<file path="src/rtl/mba_pkg.sv">
package mba_pkg;
  typedef enum logic [1:0] {
    ST_IDLE = 2'd0,
    ST_REQ  = 2'd1,
    ST_OWN  = 2'd2,
    ST_REL  = 2'd3
  } arb_state_e;

  localparam logic [2:0] STS_INTA    = 3'b000;
  localparam logic [2:0] STS_HALT    = 3'b011;
  localparam logic [2:0] STS_PASSIVE = 3'b111;
endpackage

</file>
<file path="src/rtl/mba_sync.sv">
module mba_sync #(
  parameter int STAGES  = 2,
  parameter bit RST_VAL = 1'b1
) (
  input  logic clk,
  input  logic rst_n,
  input  logic d,
  output logic q
);
  localparam int N = (STAGES < 2) ? 2 : STAGES;

  logic [N-1:0] chain;

  always_ff @(posedge clk or negedge rst_n) begin
    if (!rst_n) chain <= {N{RST_VAL}};
    else        chain <= {chain[N-2:0], d};
  end

  assign q = chain[N-1];
endmodule

</file>
<file path="src/rtl/mba_decode.sv">
module mba_decode
  import mba_pkg::*;
(
  input  logic [2:0] stat_q,
  input  logic       iob_strap,
  input  logic       resb_strap,
  input  logic       sysmap,
  output logic       need,
  output logic       quiet
);
  logic passive, halt, mem_cyc, io_cyc, mapped;

  always_comb begin
    passive = (stat_q == STS_PASSIVE);
    halt    = (stat_q == STS_HALT);
    mem_cyc = stat_q[2] && !passive;
    io_cyc  = !stat_q[2] && !halt;
    mapped  = !resb_strap || sysmap;
    need    = (iob_strap ? mem_cyc : (mem_cyc || io_cyc)) && mapped;
    quiet   = !passive && !need;
  end
endmodule

</file>
<file path="src/rtl/mba_fsm.sv">
module mba_fsm
  import mba_pkg::*;
(
  input  logic       clk,
  input  logic       rst_n,
  input  logic       init_n,
  input  logic       need,
  input  logic       quiet,
  input  logic       prio_s,
  input  logic       busy_s,
  input  logic       cbrq_s,
  input  logic       lock_n,
  input  logic       crqlck_n,
  input  logic       anyrq_strap,
  output arb_state_e state
);
  arb_state_e state_nx;
  logic surr_prio, surr_cbrq, surrender, grant;

  always_comb begin
    grant     = !prio_s && busy_s;
    surr_prio = prio_s && !need;
    surr_cbrq = !cbrq_s && crqlck_n && (anyrq_strap ? !need : quiet);
    surrender = lock_n && (surr_prio || surr_cbrq);
  end

  always_comb begin
    state_nx = state;
    unique case (state)
      ST_IDLE: if (init_n && need)      state_nx = ST_REQ;
      ST_REQ:  if (!init_n)             state_nx = ST_IDLE;
               else if (grant)          state_nx = ST_OWN;
      ST_OWN:  if (!init_n || surrender) state_nx = ST_REL;
      ST_REL:                           state_nx = ST_IDLE;
      default:                          state_nx = ST_IDLE;
    endcase
  end

  always_ff @(posedge clk or negedge rst_n) begin
    if (!rst_n) state <= ST_IDLE;
    else        state <= state_nx;
  end
endmodule

</file>
<file path="src/rtl/mba_arbiter.sv">
module mba_arbiter
  import mba_pkg::*;
#(
  parameter int SYNC_STAGES = 2
) (
  input  logic       clk,
  input  logic       rst_n,
  input  logic       init_n,
  input  logic [2:0] stat,
  input  logic       lock_n,
  input  logic       crqlck_n,
  input  logic       resb_strap,
  input  logic       iob_strap,
  input  logic       anyrq_strap,
  input  logic       sysmap,
  input  logic       prio_in_n,
  input  logic       busy_in_n,
  input  logic       cbrq_in_n,
  output logic       breq_n,
  output logic       prio_out_n,
  output logic       busy_drive,
  output logic       cbrq_drive,
  output logic       aen_n
);
  logic [2:0] stat_q;
  logic       stat_en;
  logic       prio_s, busy_s, cbrq_s;
  logic       need, quiet;
  arb_state_e state;

  assign stat_en = 1'b1;

  always_ff @(posedge clk or negedge rst_n) begin
    if (!rst_n)       stat_q <= STS_PASSIVE;
    else if (stat_en) stat_q <= stat;
  end

  mba_sync #(.STAGES(SYNC_STAGES), .RST_VAL(1'b1)) u_sync_prio (
    .clk(clk), .rst_n(rst_n), .d(prio_in_n), .q(prio_s));
  mba_sync #(.STAGES(SYNC_STAGES), .RST_VAL(1'b0)) u_sync_busy (
    .clk(clk), .rst_n(rst_n), .d(busy_in_n), .q(busy_s));
  mba_sync #(.STAGES(SYNC_STAGES), .RST_VAL(1'b1)) u_sync_cbrq (
    .clk(clk), .rst_n(rst_n), .d(cbrq_in_n), .q(cbrq_s));

  mba_decode u_decode (
    .stat_q(stat_q), .iob_strap(iob_strap), .resb_strap(resb_strap),
    .sysmap(sysmap), .need(need), .quiet(quiet));

  mba_fsm u_fsm (
    .clk(clk), .rst_n(rst_n), .init_n(init_n), .need(need), .quiet(quiet),
    .prio_s(prio_s), .busy_s(busy_s), .cbrq_s(cbrq_s), .lock_n(lock_n),
    .crqlck_n(crqlck_n), .anyrq_strap(anyrq_strap), .state(state));

  always_comb begin
    breq_n     = !((state == ST_REQ) || (state == ST_OWN));
    busy_drive = (state == ST_OWN) || (state == ST_REL);
    aen_n      = (state != ST_OWN);
    cbrq_drive = (state == ST_REQ);
    prio_out_n = prio_in_n || (state != ST_IDLE);
  end
endmodule

</file>
<file path="config.mk">
export PLATFORM = sky130hd
export DESIGN_NAME = mba_arbiter
export DESIGN_NICKNAME = d
export VERILOG_FILES = /design/src/rtl/mba_pkg.sv /design/src/rtl/mba_sync.sv /design/src/rtl/mba_decode.sv /design/src/rtl/mba_fsm.sv /design/src/rtl/mba_arbiter.sv
export SDC_FILE = /design/constraint.sdc
export NUM_CORES = 1
export LEC_CHECK = 0
export BUFFER_PORTS_ARGS = -buffer_cell sky130_fd_sc_hd__clkbuf_2
export CORE_MARGIN = 2
export CORE_UTILIZATION = 29
export DETAILED_ROUTE_END_ITERATION = 7
export PLACE_DENSITY = 0.56
export SLEW_MARGIN = 20
export SYNTH_ARGS = -nofsm -noshare
export SYNTH_HDL_FRONTEND = slang
export SYNTH_SLANG_ARGS = --single-unit
export TNS_END_PERCENT = 5
</file>
<file path="constraint.sdc">
create_clock -name clk -period 1.9 [get_ports clk]
set_input_delay 0.57 -clock clk [delete_from_list [all_inputs] [get_ports clk]]
set_output_delay 0.57 -clock clk [all_outputs]
set_load 0.1 [all_outputs]
</file>
==> run summary, run 1 <==
The congestion estimate from routability-driven global placement came to 0.634. The tools report the number of DRC violations after detailed routing as 0. In the synthesized netlist the dominant register cell turns out to be dfstp_2. The clock-pin transition on the worst setup and hold timing paths came out at 0.06 ns. The tools report the initial antenna violation count as 0. The tools report the routed via count as 361. Placement-stage worst setup slack: 0.0848 ns.

The number of different library cells used by synthesis comes to 20. Among all stages on the critical path, the largest delay is contributed by dfrtp_1. The count of endpoints failing setup in the final report is 1, and the share of flip-flops with an asynchronous set or reset after synthesis is 100%. Detailed placement finished with a half-perimeter wire length of 690 um.

In this run, synthesis inferred 0 flip-flops with an integrated enable. Once placement finished, the instance area stood at 723 um^2. The logs give 2 for the buffer levels on the longest clock path and 1490 um for the global-route wire length before repair. Dividing the detail-routed wire length by the instance count gives 9.15 um. In this run, post-CTS hold repair placed 0 buffers. The final reports fail on negative setup slack. The post-synthesis cell count was 41; the cell area after layout was 805 um^2.

By startpoint and endpoint, the worst setup path is classified as register to output pin. Global routing used 10.3% of the available tracks across all layers. The maximum fanout count along the critical path is 3, and the row count is 15. The synthesis-stage register bit count was 11; the CTS buffer count was 3. The longest individual stage delay on the worst path was 0.41 ns; the share of layout cells above drive strength 1 was 68.7%. In this run, placement finished with an instance count of 85. The clock reaches the later pin of the worst-skew pair after 0.25 ns.

The DRC marker count from the first detailed-route iteration came out at 0. The tools report the cell chosen for the clock root as clkbuf_4. The flow ran to the end, but the final reports show violations.

The run gives 0.521 GHz as the peak clock frequency supported by timing. The number of global-route vias before repair was 397; the worst-case register-to-register setup slack was 0.42 ns. The max capacitance violation total is 0, and the y dimension of the die is 46.3 um. The tools report the largest net degree at the start of global routing as 12.

The vias per cell came out at 3.92. The signal on the critical path passes through buf_6 > ha_4 > or2_4 > buf_12. The clock arrives with 0.00271 ns of skew. The logs give 160 for the fill cell instance count of the final layout and 1 for the number of detailed-routing iterations run before antenna repair. The logs give 0 for the max-slew violation count and -0.0202 ns for the sum of negative setup slack.

STA puts the critical path data required time at 1.33 ns. The critical path data arrival time is 1.35 ns, and the time the final worst path needs with I/O delays and setup is 1.92 ns. The area overhead of the layout relative to synthesis is 54.9%, and the quantity of I/O buffers inserted on ports is 19. TritonCTS built the clock tree. Counting every net in the synthesized netlist gives 61. In the finished design, the share of the clock period the worst path needs comes to 101%. The logs give 0 for the number of synthesis warnings and 1710 um^2 for the core region area.

The number of antenna repair diodes was 0. The run gives 0 as the residual antenna-violating net count after detailed routing. STA classifies the critical path endpoint as an output pin. In this run the worst hold path is classified as input port to asynchronous set/reset pin.

Setup repair after global routing could not meet its margin everywhere. The tools report the count of nets after finishing as 88. The starting density of the core came out at 30.4%. The die covers 2150 um^2. The worst setup path is launched from a register. The logs give 842 um for the aggregate routed wire length and 92 for the non-filler instance count after layout.

Summed over all layers, the global routing overflow is 0. The minimum setup slack in the final design is -0.0202 ns, and the number of hold-slack violations in the final timing report is 0. The horizontal die dimension is 46.3 um, and the number of sinks handled by clock tree synthesis is 11. The H-tree depth reported by CTS is 1.

In this run the count of I/O pins placed on the die edge is 20. The pin slew with the least headroom to its limit is 0.246 ns. The worst pin sits at a relative slew slack of 83.6%. Of the synthesized area, sequential elements account for 54.7%. The area of the mapped netlist came out at 519 um^2. The synthesized area divided by synthesized cell count was 12.7 um^2.
## placed cells by master, fill, tap and decap left out, types with 3 or more instances in the layout
| master | synthesis | final |
|---|---|---|
| dfrtp_1 | 4 | 3 |
| clkbuf_2 | 0 | 14 |
| inv_2 | 0 | 3 |
| inv_1 | 6 | 3 |
| clkbuf_4 | 0 | 3 |
| buf_12 | 0 | 5 |
| dfstp_2 | 7 | 7 |
## cells in the mapped netlist, types with 2 or more instances
cell type / number / area, um^2
dfstp_2: 7 / 184
inv_1: 6 / 22.5
ha_1: 5 / 62.6
dfrtp_1: 4 / 100
mux2i_1: 2 / 20.0
nand2_1: 2 / 7.51
nor2_1: 2 / 7.51
## worst paths after layout
check                                startpoint                   end  cells past startpoint
min reg2reg                u_sync_busy.chain[0]  u_sync_busy.chain[1]                      0
max reg2reg                            register        u_fsm.state[0]                      6
min in group clk           u_sync_busy.chain[0]  u_sync_busy.chain[1]                      0
min                                       rst_n  u_sync_busy.chain[0]                      1
max                              u_fsm.state[0]            busy_drive                      4
max in group asynchronous                 rst_n  u_sync_prio.chain[1]                      1
## logic make-up (layout without fill, tap and decap cells)
kind of cell    after synthesis  in the layout  share of synthesized area, %
compound gates                5              5                          7.95
flops                        11             11                          54.7
fa+ha+maj                     5              5                          12.0
buf+inv                       6             32                          4.34
simple gates                 12             12                          17.1
mux                           2              2                          3.86
## cell type report
type | instances | area [um^2] | share of cell area, %
sequential | 11 | 285 | 35.5
inverter | 6 | 22.5 | 2.80
timing repair buffer | 22 | 196 | 24.4
multi-input combinational | 24 | 243 | 30.2
clock buffer | 4 | 26.3 | 3.27
tap | 25 | 31.3 | 3.89
## through the flow
stage	hold slack [ns]	util, %
floorplan	0.274	-
global placement	0.335	42.3
detailed placement	0.336	42.3
CTS	0.166	46.4
global route	0.175	47.1
finish	0.169	47.1
## what timing repair did
item | 4_1_cts | 5_1_grt
resized for setup | 8 | 2
setup buffers | 3 | 0
pin swaps | 1 | 1
endpoints found under the setup margin | 3 | 3
## critical path: cells and delay by family, from the launching register on
kind	cells	cell delay, ns
flops	1	0.41
buf+inv	2	0.30
simple gates	1	0.23
fa+ha+maj	1	0.15
## state kept, by name, summed over array words and instances, names as in the netlist, named ones only
signal,count
stat_q,3
u_fsm.state,1
u_sync_busy.chain,2
u_sync_prio.chain,2
u_sync_cbrq.chain,2
## metal layers
layer / global-route usage (%) / routed length, um / vias up
met5: 0 / 0 / -
met4: 8.57 / 11 / 0
met3: 1.57 / 50 / 2
met2: 16.9 / 448 / 11
met1: 11.5 / 332 / 162
li1: - / - / 186
Power of run 1 is left out: the tool's default activity adds up to more than one toggle a clock period on the data nets, which glitch-free logic cannot reach.
==> run 2, diff against run 1 <==
--- a/config.mk
+++ b/config.mk
@@ -10,6 +10,7 @@
 export CORE_UTILIZATION = 29
 export DETAILED_ROUTE_END_ITERATION = 7
 export PLACE_DENSITY = 0.56
+export RECOVER_POWER = 25
 export SLEW_MARGIN = 20
 export SYNTH_ARGS = -nofsm -noshare
 export SYNTH_HDL_FRONTEND = slang
==> run 2 against run 1 <==
The run still ends with negative setup slack left. Via count unchanged. Maximum frequency unchanged. Register-to-register slack about the same. Global-route usage unchanged. Die area unchanged. Non-clock buffer count unchanged. Sequential cell count unchanged. Final cell count unchanged. Count of clock-buffer cells in the layout unchanged. Final area down 0.16%. Sequential share of layout area up 0.055 points. Highest routed layer unchanged.
==> run summary, run 2 (synthesis results as in run 1) <==
Setup repair after global routing could not meet its margin everywhere. Kind of launch point of the worst setup path: a register. The logs give 0 (unchanged) for the number of hold-slack violations in the final timing report and 0.00271 ns (unchanged) for the worst-case clock skew. The critical path in this run is classified as register to output pin. The tools report the number of DRC violations after detailed routing as 0 (unchanged).

The weighted congestion reported at the end of routability-driven placement is 0.634 (unchanged), and the sum of overflow across all layers after global routing is 0 (unchanged). Longest individual stage delay on the worst path: 0.41 ns (about the same). Leaving out fill and tap cells, the most frequent cells in the layout are clkbuf_2 (13), dfstp_2 (7), buf_12 (5). Required time of the critical path: 1.33 ns (about the same).

The hold buffer count at CTS is 0 (unchanged), and the number of antenna repair diodes is 0 (unchanged). The relative max-transition margin was 65.0% (-19 points). The CTS buffer count came out at 3 (unchanged). The buffer levels on the longest clock path is 2 (unchanged), and the number of cells on the worst reg-to-reg path is 6 (unchanged). The logs give 0 (unchanged) for the max-slew violation count and 0.42 ns (about the same) for the worst-case register-to-register setup slack. Placed standard-cell area: 723 um^2 (unchanged). The area overhead of the layout relative to synthesis was 54.7%; the number of detailed-routing iterations run before antenna repair was 1 (unchanged). The checks that failed: negative setup slack.

The y dimension of the die was 46.3 um (unchanged). Count of endpoints failing setup in the final report: 1 (unchanged). The largest net degree at the start of global routing was 12 (unchanged); the initial antenna violation count was 0 (unchanged). The maximum fanout count along the critical path is 3 (unchanged). The flow ran to the end, but the final reports show violations.

Leaving out fill and tap cells, the most frequent cell in the layout is clkbuf_2. The sum of negative setup slack came out at -0.0202 ns (unchanged). The placement-stage worst setup slack is 0.0848 ns (unchanged).

The time the final worst path needs with I/O delays and setup is 1.92 ns (unchanged). The insertion delay of the later-clocked pin in the worst-skew pair is 0.25 ns (about the same), and the total I/O pin count is 20 (unchanged). For the end-of-flow core utilization, the log shows 47.0% (-0.073 points). The DRC marker count from the first detailed-route iteration was 0 (unchanged).

The row count was 15 (unchanged). The H-tree depth reported by CTS came out at 1 (unchanged). The clock-pin transition on the worst setup and hold timing paths was 0.06 ns (about the same). The tools report the count of nets after finishing as 88 (unchanged). Among cell families on the critical path, the largest total delay comes from flip-flops.

The run gives 11 (unchanged) as the number of sinks handled by clock tree synthesis. The cell area after layout is 803 um^2 (-0.16%). The buffering stage count on the worst path with inverters included came out at 2 (unchanged). The run gives 397 (unchanged) as the number of global-route vias before repair.

The number of logic stages on the critical path including buffering is 4 (unchanged). Average routed wire per standard cell: 9.16 um (+0.12%). The horizontal die dimension was 46.3 um (unchanged). The pin slew with the least headroom to its limit was 0.524 ns (+0.278 ns); the peak clock frequency supported by timing was 0.521 GHz (unchanged).

The share of layout cells above drive strength 1 was 67.2% (-1.5 points); the starting density of the core was 30.4% (unchanged). The run gives 0 (unchanged) as the max capacitance violation total. In this run the critical register-to-register path is captured at u_fsm.state[0]. Clock tree synthesis selected as its root buffer the cell clkbuf_4. The run gives 0 (unchanged) as the residual antenna-violating net count after detailed routing. In this run the worst hold path is classified as input port to asynchronous set/reset pin.

For the aggregate routed wire length, the log shows 843 um (+0.12%). The global-route wire length before repair is 1490 um (unchanged), and the minimum setup slack in the final design is -0.0202 ns (unchanged). The tools report the core region area as 1710 um^2 (unchanged). TritonCTS built the clock tree. The flip-flop count of the largest register, all copies and words added came out at 3 (unchanged). The vias per cell works out to 3.92 (unchanged).

The signal on the critical path passes through buf_6 > ha_4 > or2_4 > buf_12. The logs give 10.3% (unchanged) for the global-route total usage across every layer and 361 (unchanged) for the routed via count. Counting flops per register, the top entry is stat_q. The final period utilization was 101% (unchanged). Fill cell instance count of the final layout: 160 (unchanged). STA classifies the critical path endpoint as an output pin. Quantity of I/O buffers inserted on ports: 19 (unchanged). The tools report the total half-perimeter wirelength after legalization and detailed placement as 690 um (unchanged). The library cell contributing the largest single delay on the critical path is dfrtp_1.

For the critical path data arrival time, the log shows 1.35 ns (about the same). The total die area is 2150 um^2 (unchanged).
## run 2: changes by cell type in the layout (fill, tap and decap cells not counted)
cell	before	now
clkbuf_1	1	2
clkbuf_2	14	13
## run 2: layout make-up
type,instances,area (um^2),area share (%)
repair buffers,22,195,24.3
multi-input cells,24,243,30.2
clock buffers,4,26.3,3.27
flip-flops and latches,11,285,35.5
inverters,6,22.5,2.80
well taps,25,31.3,3.89
## run 2: per-stage QoR
stage / hold WS, ns / instances
floorplan: 0.274 / 41
global placement: 0.335 / 85
detailed placement: 0.336 / 85
CTS: 0.166 / 92
global route: 0.295 / 92
finish: 0.262 / 92
## run 2: worst max-delay path by stage
stage                         from    endpoint
finish              u_fsm.state[0]  busy_drive
floorplan           u_fsm.state[0]  prio_out_n
global placement    u_fsm.state[0]  busy_drive
CTS                 u_fsm.state[0]  busy_drive
global route        u_fsm.state[0]  busy_drive
detailed placement  u_fsm.state[0]  busy_drive
## run 2: what timing repair did
| action | CTS | global route |
|---|---|---|
| setup buffers | 3 | 0 |
| endpoints found under the setup margin | 3 | 3 |
| pin swaps | 1 | 1 |
| cloned | 0 | 0 |
| resized for setup | 8 | 2 |
## run 2: worst reg2reg max path, delay by kind of cell, from the launching register on
kind	cells	cell delay [ns]
flip-flops	1	0.45
AO/OA/AOI/OAI	2	0.36
adder cells (fa/ha/maj)	1	0.21
multiplexers	1	0.21
buffers and inverters	1	0.10
AND/OR/NAND/NOR	1	0.08
## run 2: layer usage
layer | vias to the layer above | track usage (%) | wire length [um]
met4 | 0 | 8.57 | 11
met3 | 2 | 1.57 | 50
met5 | - | 0 | 0
li1 | 186 | - | -
met2 | 11 | 16.9 | 448
met1 | 162 | 11.5 | 333
Power of run 2 is left out for the same reason.
